==> src/rtl/wbq_pkg.sv <==
`timescale 1ns/1ps
package wbq_pkg;
  // Which byte of the head slot is presented on the read path.
  typedef enum logic {
    HALF_LO = 1'b0,
    HALF_HI = 1'b1
  } half_e;
endpackage

==> src/rtl/wbq_store.sv <==
`timescale 1ns/1ps
// Slot storage: NUM_SLOTS word registers, each lane one byte plus service bit.
module wbq_store
  import wbq_pkg::*;
#(
  parameter int NUM_SLOTS = 3,
  parameter int BYTE_W    = 8,
  parameter int IDX_W     = 2
) (
  input  logic                  clk,
  input  logic                  rst_n,
  input  logic                  flush,
  input  logic                  wr_en,
  input  logic [IDX_W-1:0]      wr_idx,
  input  logic [2*BYTE_W-1:0]   wr_data,
  input  logic [1:0]            wr_svc,
  input  logic [IDX_W-1:0]      rd_idx,
  input  half_e                 rd_half,
  output logic [BYTE_W-1:0]     rd_byte,
  output logic                  rd_svc
);
  localparam int LANE_W = BYTE_W + 1;
  localparam int SLOT_W = 2 * LANE_W;

  logic [SLOT_W-1:0] slot_q [NUM_SLOTS];

  for (genvar s = 0; s < NUM_SLOTS; s++) begin : g_slot
    always_ff @(posedge clk or negedge rst_n) begin
      if (!rst_n) begin
        slot_q[s] <= '0;
      end else if (flush) begin
        slot_q[s] <= '0;
      end else if (wr_en && (wr_idx == IDX_W'(s))) begin
        slot_q[s] <= {wr_svc[1], wr_data[2*BYTE_W-1:BYTE_W],
                      wr_svc[0], wr_data[BYTE_W-1:0]};
      end
    end
  end

  logic [SLOT_W-1:0] head_slot;

  always_comb begin
    head_slot = '0;
    for (int s = 0; s < NUM_SLOTS; s++) begin
      if (rd_idx == IDX_W'(s)) head_slot = slot_q[s];
    end
  end

  always_comb begin
    if (rd_half == HALF_HI) begin
      rd_byte = head_slot[LANE_W +: BYTE_W];
      rd_svc  = head_slot[SLOT_W-1];
    end else begin
      rd_byte = head_slot[0 +: BYTE_W];
      rd_svc  = head_slot[LANE_W-1];
    end
  end
endmodule

==> src/rtl/wbq_pointers.sv <==
`timescale 1ns/1ps
// Write slot pointer, read slot pointer, half selector and slot occupancy.
module wbq_pointers
  import wbq_pkg::*;
#(
  parameter int NUM_SLOTS = 3,
  parameter int IDX_W     = 2,
  parameter int SLOT_CW   = 2
) (
  input  logic               clk,
  input  logic               rst_n,
  input  logic               flush,
  input  logic               wr_fire,
  input  logic               consume,
  output logic [IDX_W-1:0]   wr_idx,
  output logic [IDX_W-1:0]   rd_idx,
  output half_e              rd_half,
  output logic [SLOT_CW-1:0] used
);
  function automatic logic [IDX_W-1:0] bump(input logic [IDX_W-1:0] i);
    return (i == IDX_W'(NUM_SLOTS - 1)) ? '0 : i + 1'b1;
  endfunction

  logic word_done;
  assign word_done = consume && (rd_half == HALF_HI);

  always_ff @(posedge clk or negedge rst_n) begin
    if (!rst_n) begin
      wr_idx  <= '0;
      rd_idx  <= '0;
      rd_half <= HALF_LO;
      used    <= '0;
    end else if (flush) begin
      wr_idx  <= '0;
      rd_idx  <= '0;
      rd_half <= HALF_LO;
      used    <= '0;
    end else begin
      if (wr_fire) wr_idx <= bump(wr_idx);
      if (consume) begin
        if (rd_half == HALF_HI) begin
          rd_idx  <= bump(rd_idx);
          rd_half <= HALF_LO;
        end else begin
          rd_half <= HALF_HI;
        end
      end
      used <= used + SLOT_CW'(wr_fire) - SLOT_CW'(word_done);
    end
  end
endmodule

==> src/rtl/wbq_level.sv <==
`timescale 1ns/1ps
// Usable-byte counter and fill status.
module wbq_level #(
  parameter int NUM_SLOTS = 3,
  parameter int SLOT_CW   = 2,
  parameter int CNT_W     = 3
) (
  input  logic               clk,
  input  logic               rst_n,
  input  logic               flush,
  input  logic               wr_fire,
  input  logic [1:0]         wr_svc,
  input  logic               pop_fire,
  input  logic [SLOT_CW-1:0] used,
  output logic [CNT_W-1:0]   byte_count,
  output logic [SLOT_CW-1:0] free_slots,
  output logic               q_full,
  output logic               q_empty
);
  logic [CNT_W-1:0] add_n;

  always_comb begin
    add_n = '0;
    if (wr_fire) add_n = CNT_W'(2) - CNT_W'(wr_svc[0]) - CNT_W'(wr_svc[1]);
  end

  always_ff @(posedge clk or negedge rst_n) begin
    if (!rst_n)      byte_count <= '0;
    else if (flush)  byte_count <= '0;
    else             byte_count <= byte_count + add_n - CNT_W'(pop_fire);
  end

  assign free_slots = SLOT_CW'(NUM_SLOTS) - used;
  assign q_full     = (used == SLOT_CW'(NUM_SLOTS));
  assign q_empty    = (byte_count == '0);
endmodule

==> src/rtl/wbq_prefetch.sv <==
`timescale 1ns/1ps
// Word-in byte-out prefetch queue top.
module wbq_prefetch
  import wbq_pkg::*;
#(
  parameter int NUM_SLOTS = 3,
  parameter int BYTE_W    = 8,
  localparam int WORD_W   = 2 * BYTE_W,
  localparam int IDX_W    = (NUM_SLOTS > 1) ? $clog2(NUM_SLOTS) : 1,
  localparam int SLOT_CW  = $clog2(NUM_SLOTS + 1),
  localparam int CNT_W    = $clog2(2 * NUM_SLOTS + 1)
) (
  input  logic               clk,
  input  logic               rst_n,
  input  logic               flush,
  input  logic               wr_valid,
  output logic               wr_ready,
  input  logic [WORD_W-1:0]  wr_data,
  input  logic [1:0]         wr_skip,
  output logic               rd_valid,
  input  logic               rd_ready,
  output logic [BYTE_W-1:0]  rd_data,
  output logic               q_full,
  output logic               q_empty,
  output logic [SLOT_CW-1:0] free_slots,
  output logic [CNT_W-1:0]   byte_count
);
  logic [IDX_W-1:0]   wr_idx;
  logic [IDX_W-1:0]   rd_idx;
  half_e              rd_half;
  logic [SLOT_CW-1:0] used;
  logic               head_svc;
  logic               head_present;
  logic               drop;
  logic               pop_fire;
  logic               wr_fire;
  logic               consume;

  assign head_present = (used != '0);
  assign rd_valid     = head_present && !head_svc;
  assign drop         = head_present && head_svc && !flush;
  assign pop_fire     = rd_valid && rd_ready && !flush;
  assign consume      = drop || pop_fire;
  assign wr_ready     = !q_full;
  assign wr_fire      = wr_valid && wr_ready && !flush;

  wbq_store #(.NUM_SLOTS(NUM_SLOTS), .BYTE_W(BYTE_W), .IDX_W(IDX_W)) u_store (
    .clk     (clk),
    .rst_n   (rst_n),
    .flush   (flush),
    .wr_en   (wr_fire),
    .wr_idx  (wr_idx),
    .wr_data (wr_data),
    .wr_svc  (wr_skip),
    .rd_idx  (rd_idx),
    .rd_half (rd_half),
    .rd_byte (rd_data),
    .rd_svc  (head_svc)
  );

  wbq_pointers #(.NUM_SLOTS(NUM_SLOTS), .IDX_W(IDX_W), .SLOT_CW(SLOT_CW)) u_ptrs (
    .clk     (clk),
    .rst_n   (rst_n),
    .flush   (flush),
    .wr_fire (wr_fire),
    .consume (consume),
    .wr_idx  (wr_idx),
    .rd_idx  (rd_idx),
    .rd_half (rd_half),
    .used    (used)
  );

  wbq_level #(.NUM_SLOTS(NUM_SLOTS), .SLOT_CW(SLOT_CW), .CNT_W(CNT_W)) u_level (
    .clk        (clk),
    .rst_n      (rst_n),
    .flush      (flush),
    .wr_fire    (wr_fire),
    .wr_svc     (wr_skip),
    .pop_fire   (pop_fire),
    .used       (used),
    .byte_count (byte_count),
    .free_slots (free_slots),
    .q_full     (q_full),
    .q_empty    (q_empty)
  );
endmodule

==> config.mk <==
export PLATFORM = sky130hd
export DESIGN_NAME = wbq_prefetch
export DESIGN_NICKNAME = d
export VERILOG_FILES = /design/src/rtl/wbq_pkg.sv /design/src/rtl/wbq_store.sv /design/src/rtl/wbq_pointers.sv /design/src/rtl/wbq_level.sv /design/src/rtl/wbq_prefetch.sv
export SDC_FILE = /design/constraint.sdc
export NUM_CORES = 1
export LEC_CHECK = 0
export ABC_AREA = 1
export BUFFER_PORTS_ARGS = -buffer_cell sky130_fd_sc_hd__buf_2
export CORE_MARGIN = 2
export CORE_UTILIZATION = 40
export CTS_BUF_LIST = sky130_fd_sc_hd__clkbuf_8
export DETAILED_ROUTE_END_ITERATION = 12
export PLACE_DENSITY_LB_ADDON = 0.25
export SLEW_MARGIN = 20
export SYNTH_ARGS = -nofsm -noshare
export SYNTH_HDL_FRONTEND = slang
export SYNTH_SLANG_ARGS = --single-unit
==> constraint.sdc <==
create_clock -name clk -period 2.39 [get_ports clk]
set_input_delay 0.5975 -clock clk [delete_from_list [all_inputs] [get_ports clk]]
set_output_delay 0.5975 -clock clk [all_outputs]
set_load 0.01 [all_outputs]
==> impl_metrics.toml, run 1 <==
[worst_setup_path]
criticalPathCategory = "reg -> out"
crit_buf_inv = 3
crit_family = "buffers and inverters"
rr_startpoint = "u_ptrs.rd_idx[1]$_DFFE_PN0P_"
worstPathRequired_ps = 1790
crit_end = "rd_data[7]"
reg2reg_to = "u_level.byte_count[1]$_DFF_PN0_"
crit_start = "u_ptrs.rd_idx[1]$_DFFE_PN0P_"
worst-path-max-fanout = 8
worst_ep_arrival_time_ps = 1780
path_depth = 7
r2r_cells = 12
r2r_slack_ps = 100
cpMostUsedCell = "a21oi_1"
critPathLaunchType = "flip-flop"
slowest_stage = "dfrtp_2"
cp_cell_sequence = "nor2_4, buf_6, clkinvlp_4, o22ai_1, a21oi_1, a21oi_1, buf_2"
endpoint_kind = "output pin"
slowest_delay_ps = 440

[timing]
rsz0062_at_grt = "true"
max_slew.worst_pin.slew_ps = 432
drv_slew = 0
relSlewSlack_pct = 71.1
finalSetupViolations = 0
finClkSkew_ps = 7.08
totalNegativeSetupSlack_ps = 0
fin_crit_ps = 2380
finalHoldViolations = 0
max_freq_mhz = 420
fin_crit_sh_pct = 99.6

[global_route]
grt_pass1_vias = 2606
grt_usage_pct = 18.8
grt_max_degree = 65
grt_pass1_wl_mm = 12.7
overflow = 0
antenna_found_initial = 0

[clocking]
cts_buffers = 9
clk_path_buf_depth = 2
cts_root_buffer = "clkbuf_8"
insertion_delay_ps = 350
ctsHoldBuffers = 0
cts_tree = "done"
cts.htree.levels = 3
path_clk_slew_ps = 60
cts.sinks = 64

[floorplan]
start_util_pct = 41.7
rows = 32
dieArea_sq_um = 8830
core_sq_um = 7770
die_y_microns = 94.0
die_w_microns = 94.0
num_io_pins = 40

[synth]
synth_area_sq_um = 3240
synth_edf_count = 0
synth_most_common_cell = "inv_1"
async_flop_share_pct = 100
synth_commonest_cells = "79 x inv_1, 64 x dfrtp_1, 51 x nand2_1, 49 x o21ai_0, 29 x nor2_1"
syn-num-nets = 399
synthTopCellsByArea = "dfrtp_1 49%, inv_1 9.2%, o21ai_0 7.6%"
ys_seq_area_share_pct = 49.5
ys_types = 30
synth.top_cell.area_share_pct = 49.5
syn_area_per_cell_sq_um = 8.78
yosys_most_used_dff = "dfrtp_1"
ys_seq_elements = 64
syn_inst = 369
yosys.area.top_type = "dfrtp_1"
yosysWarnings = 0

[hold_path]
hold_class = "in -> async"

[routing]
detail_route.wl_per_cell_microns = 14.4
totalWireLength_mm = 7.56
first_pass_iters = 4
vias = 2561
drc = 0
ant_nets = 0
drt_iter0_markers = 214
drt-vias-per-instance = 4.88

[placement]
hpwl_mm = 4.95
place.port_buffers = 39
gp_congestion = 0.786
dp_cells = 507

[finish]
fillers = 764
drive_gt1_share_pct = 28.1
final_nets = 449
final_cells = 525
antenna_cells = 0
post-route-util_pct = 50.4
syn2layout_area_growth_pct = 20.8

[flow_run]
cap_violations = 0

[power]
p_leak_nw = 1.97
power_w = 0.00251
power_density_nw_per_um2 = 643
peakVddDrop_v = 0.000297

[outcome]
status = "finished, final reports clean"
worst register-to-register path, cell delays in order (launching register included):
cell and delay (ps):
dfrtp_2 440, buf_4 160, nand3_1 90, nand3_1 100
nand2_1 90, nand2_1 80, nor4_2 150, ha_1 270
inv_1 50, ha_1 140, inv_1 50, fa_2 510
nor2_1 40
per-layer routing:
metal / track usage (%) / share of wire (%) / routed length (microns) / vias up
met5: 0 / 0 / 0 / -
met4: 6.04 / 1.3 / 99 / 0
met3: 5.38 / 3.8 / 291 / 10
met2: 30.1 / 47 / 3590 / 55
met1: 24.6 / 47 / 3580 / 1218
li1: - / - / - / 1278
area by class of cell:
cell class	count	area (sq um)	share of cell area [%]
clock inverters	4	20.0	0.512
inverters	80	304	7.77
clock buffers	11	151	3.87
repair buffers	54	340	8.70
flip-flops and latches	64	1600	41.0
well taps	102	128	3.26
multi-input cells	210	1360	34.9
cell families after synthesis:
kind of cell / count (synthesis) / share of synthesized area [%]
AOI/OAI and AO/OA: 83 / 14.6
and+or+nand+nor: 101 / 13.8
xor gates and xnor gates: 4 / 1.08
buffers and inverters: 95 / 12.0
adders and majority gates: 7 / 2.94
DFF: 64 / 49.5
muxes: 15 / 6.14
repair_timing:
action / in CTS / in global routing
endpoints found under the setup margin: 8 / 10
resized for setup: 8 / 23
gates cloned: 0 / 0
buffers inserted: 2 / 1
pin swaps: 4 / 9
sequential cells by signal (all words and copies together), names as in the netlist:
| name | count |
|---|---|
| u_store.slot_q | 54 |
| u_level.byte_count | 3 |
| u_ptrs.rd_idx | 2 |
| u_ptrs.used | 2 |
| u_ptrs.wr_idx | 2 |
| u_ptrs.rd_half | 1 |
where the power goes:
group / switching [W] / internal (W)
combinational: 0.000260 / 0.000188
clock: 0.000409 / 0.000420
sequential: 0.0000575 / 0.00118
total: 0.000727 / 0.00179
cell usage in the layout (no fill, tap or decap):
cell type | netlist | routed
inv_1 | 79 | 78
dfrtp_1 | 64 | 62
nand2_1 | 51 | 49
o21ai_0 | 49 | 47
buf_2 | 6 | 39
nor2_1 | 29 | 28
clkbuf_8 | 0 | 11
buf_4 | 2 | 11
a21oi_1 | 17 | 10
nand3_1 | 10 | 9
mux2_4 | 8 | 8
a21oi_2 | 0 | 7
mux2_2 | 7 | 7
a221oi_2 | 0 | 6
ha_1 | 6 | 6
nand2_2 | 2 | 4
o22ai_2 | 0 | 4
o22ai_1 | 8 | 4
clkinv_2 | 0 | 4
xor2_1 | 3 | 3
nand2_4 | 2 | 2
nor2_4 | 1 | 2
nand3_2 | 1 | 2
a221oi_1 | 8 | 2
o21ai_1 | 0 | 2
nand4_1 | 2 | 2
buf_6 | 2 | 2
buf_12 | 0 | 2
dfrtp_2 | 0 | 2
nor4_2 | 0 | 1
clkinvlp_4 | 0 | 1
nor3_1 | 1 | 1
xnor2_1 | 1 | 1
inv_2 | 1 | 1
o31ai_4 | 1 | 1
nand3_4 | 1 | 1
fa_2 | 0 | 1
worst min path at each step:
| stage | start | to | slack, ps |
|---|---|---|---|
| after floorplan | rst_n | u_level.byte_count[0]$_DFF_PN0_ | 300 |
| after global placement | u_store.slot_q[41]$_DFFE_PN0P_ | u_store.slot_q[41]$_DFFE_PN0P_ | 500 |
| after detailed placement | u_store.slot_q[29]$_DFFE_PN0P_ | u_store.slot_q[29]$_DFFE_PN0P_ | 500 |
| after CTS | rst_n | u_level.byte_count[1]$_DFF_PN0_ | 270 |
| after global routing | rst_n | u_level.byte_count[1]$_DFF_PN0_ | 290 |
| final | rst_n | u_level.byte_count[1]$_DFF_PN0_ | 240 |
metrics by stage:
| stage | hold slack (ps) | setup slack (ps) | instance area, sq um |
|---|---|---|---|
| finish | 240 | 9.95 | 3910 |
| global route | 292 | -55.6 | 3910 |
| CTS | 274 | 0.401 | 3800 |
| detailed placement | 499 | 118 | 3590 |
| global placement | 498 | 179 | 3590 |
| floorplan | 302 | 14.0 | 3240 |
(Power assumes the default switching activity.)
==> run 2: changes to the inputs <==
--- a/config.mk
+++ b/config.mk
@@ -12,6 +12,7 @@
 export CTS_BUF_LIST = sky130_fd_sc_hd__clkbuf_8
 export DETAILED_ROUTE_END_ITERATION = 12
 export PLACE_DENSITY_LB_ADDON = 0.25
+export REMOVE_ABC_BUFFERS = 1
 export SLEW_MARGIN = 20
 export SYNTH_ARGS = -nofsm -noshare
 export SYNTH_HDL_FRONTEND = slang
==> run 2 against run 1 <==
- the flow now finishes with violations (negative setup slack)
- first-iteration DRC count down 55%
- non-clock buffer count grew 3
- die area stayed put
- register-to-register slack improved by 20 ps
- clock skew rose by 0.66 ps
- critical path type unchanged
- largest power group unchanged
==> impl_metrics.toml, run 2 (same netlist as run 1, synthesis figures left out) <==
[global_route]
antenna_found_initial = 0
grt_pass1_wl_mm = 12.9
grt_pass1_vias = 2600
grt_usage_pct = 19.2
grt_max_degree = 65
overflow = 0

[timing]
fin_crit_sh_pct = 102
max_slew.worst_pin.slew_ps = 522
relSlewSlack_pct = 65.2
rsz0062_at_grt = "true"
max_freq_mhz = 410
fin_ws_ps = -50.9
fin_crit_ps = 2440
drv_slew = 0
finalHoldViolations = 0
whs_ps = 252
finalSetupViolations = 7
finClkSkew_ps = 7.74

[clocking]
cts_root_buffer = "clkbuf_8"
path_clk_slew_ps = 70
clk_path_buf_depth = 2
cts.sinks = 64
cts.htree.levels = 3
cts_buffers = 9
cts_tree = "done"
insertion_delay_ps = 340

[worst_setup_path]
crit_family = "buffers and inverters"
slowest_delay_ps = 450
worstPathRequired_ps = 1790
slowest_stage = "dfrtp_2"
criticalPathCategory = "reg -> out"
cpMostUsedCell = "a21oi_1"
crit_buf_inv = 3
worst_ep_arrival_time_ps = 1840
cp_cell_sequence = "nor2_4, buf_6, clkinvlp_4, o22ai_1, a21oi_1, a21oi_1, buf_2"
endpoint_kind = "output pin"
worst-path-max-fanout = 8
critPathLaunchType = "flip-flop"

[routing]
drc = 0
vias = 2618
totalWireLength_mm = 7.64
drt_iter0_markers = 96
ant_nets = 0
first_pass_iters = 4
detail_route.wl_per_cell_microns = 14.4
drt-vias-per-instance = 4.95

[finish]
fillers = 756
drive_gt1_share_pct = 28.3
regMostFlops = "u_store.slot_q"
largest_reg_flops = 54
final_cell_mix = "78 x inv_1, 62 x dfrtp_1, 48 x o21ai_0"
reg_top3 = "u_store.slot_q (54), u_level.byte_count (3)"
final_nets = 452
post-route-util_pct = 51.2
layout_commonest_cell = "inv_1"
syn2layout_area_growth_pct = 22.8
antenna_cells = 0

[floorplan]
rows = 32
die_w_microns = 94.0
dieArea_sq_um = 8830
core_sq_um = 7770
start_util_pct = 41.7
die_y_microns = 94.0
num_io_pins = 40

[power]
power_w = 0.00272
p_leak_nw = 1.99
peakVddDrop_v = 0.000389
power_density_nw_per_um2 = 683

[placement]
gp_congestion = 0.842
place.port_buffers = 39
hpwl_mm = 4.98

[hold_path]
hold_class = "in -> async"

[flow_run]
cap_violations = 0

[outcome]
violations = "negative setup slack"
status = "finished, violations left"
[run 2: cell count changes in the layout (fill, tap and decap cells not counted), moves of 2 or more]
cell        delta
a221oi_1       +2
a21oi_2        -2
a21oi_1        +2
a221oi_2       -2
buf_4          +2
clkinvlp_4     +3
nand2_2        +2
clkinv_2       -3
nand2_1        -2
bufinv_16      +2
[run 2: metrics by stage]
step	TNS, ps	worst slack (ps)	instance area [sq um]	cells
2_1_floorplan	0	49.1	3150	354
3_3_place_gp	0	166	3560	505
3_5_place_dp	0	122	3560	505
4_1_cts	-62.3	-33.4	3880	528
5_1_grt	-1190	-161	3980	529
6_report	-197	-50.9	3980	529
[run 2: timing repair]
action | CTS | global route
pin swaps | 5 | 1
endpoints found under the hold margin | 0 | 0
endpoints found under the setup margin | 8 | 10
hold buffers | 0 | 0
resized for setup | 14 | 17
buffers inserted | 7 | 0
[run 2: worst paths after layout]
| kind | from | endpoint | slack, ps | cells past startpoint |
|---|---|---|---|---|
| max reg2reg | u_ptrs.rd_idx[0]$_DFFE_PN0P_ | u_level.byte_count[2]$_DFF_PN0_ | 120 | 13 |
| min reg2reg | u_store.slot_q[37]$_DFFE_PN0P_ | u_store.slot_q[37]$_DFFE_PN0P_ | 520 | 1 |
| min in group clk | u_store.slot_q[37]$_DFFE_PN0P_ | u_store.slot_q[37]$_DFFE_PN0P_ | 520 | 1 |
| max in group asynchronous | rst_n | u_ptrs.rd_idx[1]$_DFFE_PN0P_ | 1810 | 2 |
| max | u_ptrs.rd_idx[0]$_DFFE_PN0P_ | rd_data[6] | -50 | 7 |
| min | rst_n | u_store.slot_q[15]$_DFFE_PN0P_ | 250 | 2 |
[run 2: worst reg2reg max path: cells and delay by family (launching register included)]
family | cells | cell delay [ps]
flops | 1 | 450
fa+ha+maj | 3 | 770
xor+xnor | 1 | 160
simple gates | 6 | 530
buf+inv | 3 | 250
[run 2: layout make-up]
type / instances / area, sq um / share of cell area, %
sequential: 64 / 1600 / 40.3
multi-input combinational: 210 / 1360 / 34.2
timing repair buffer: 57 / 355 / 8.93
inverter: 80 / 308 / 7.74
clock buffer: 10 / 138 / 3.46
tap: 102 / 128 / 3.21
clock inverter: 6 / 83.8 / 2.11
[run 2: power breakdown]
part           total (W)  internal (W)  switching, W
Combinational   0.000451      0.000188      0.000263
Clock            0.00103      0.000610      0.000421
Sequential       0.00123       0.00118     0.0000555
Total            0.00272       0.00198      0.000740
[run 2: layer usage]
layer	share of wire (%)	track usage, %	up-vias
met5	0	0	-
met4	1.3	5.19	0
met3	4.0	5.30	9
met2	48	31.0	67
met1	47	25.4	1263
li1	-	-	1279
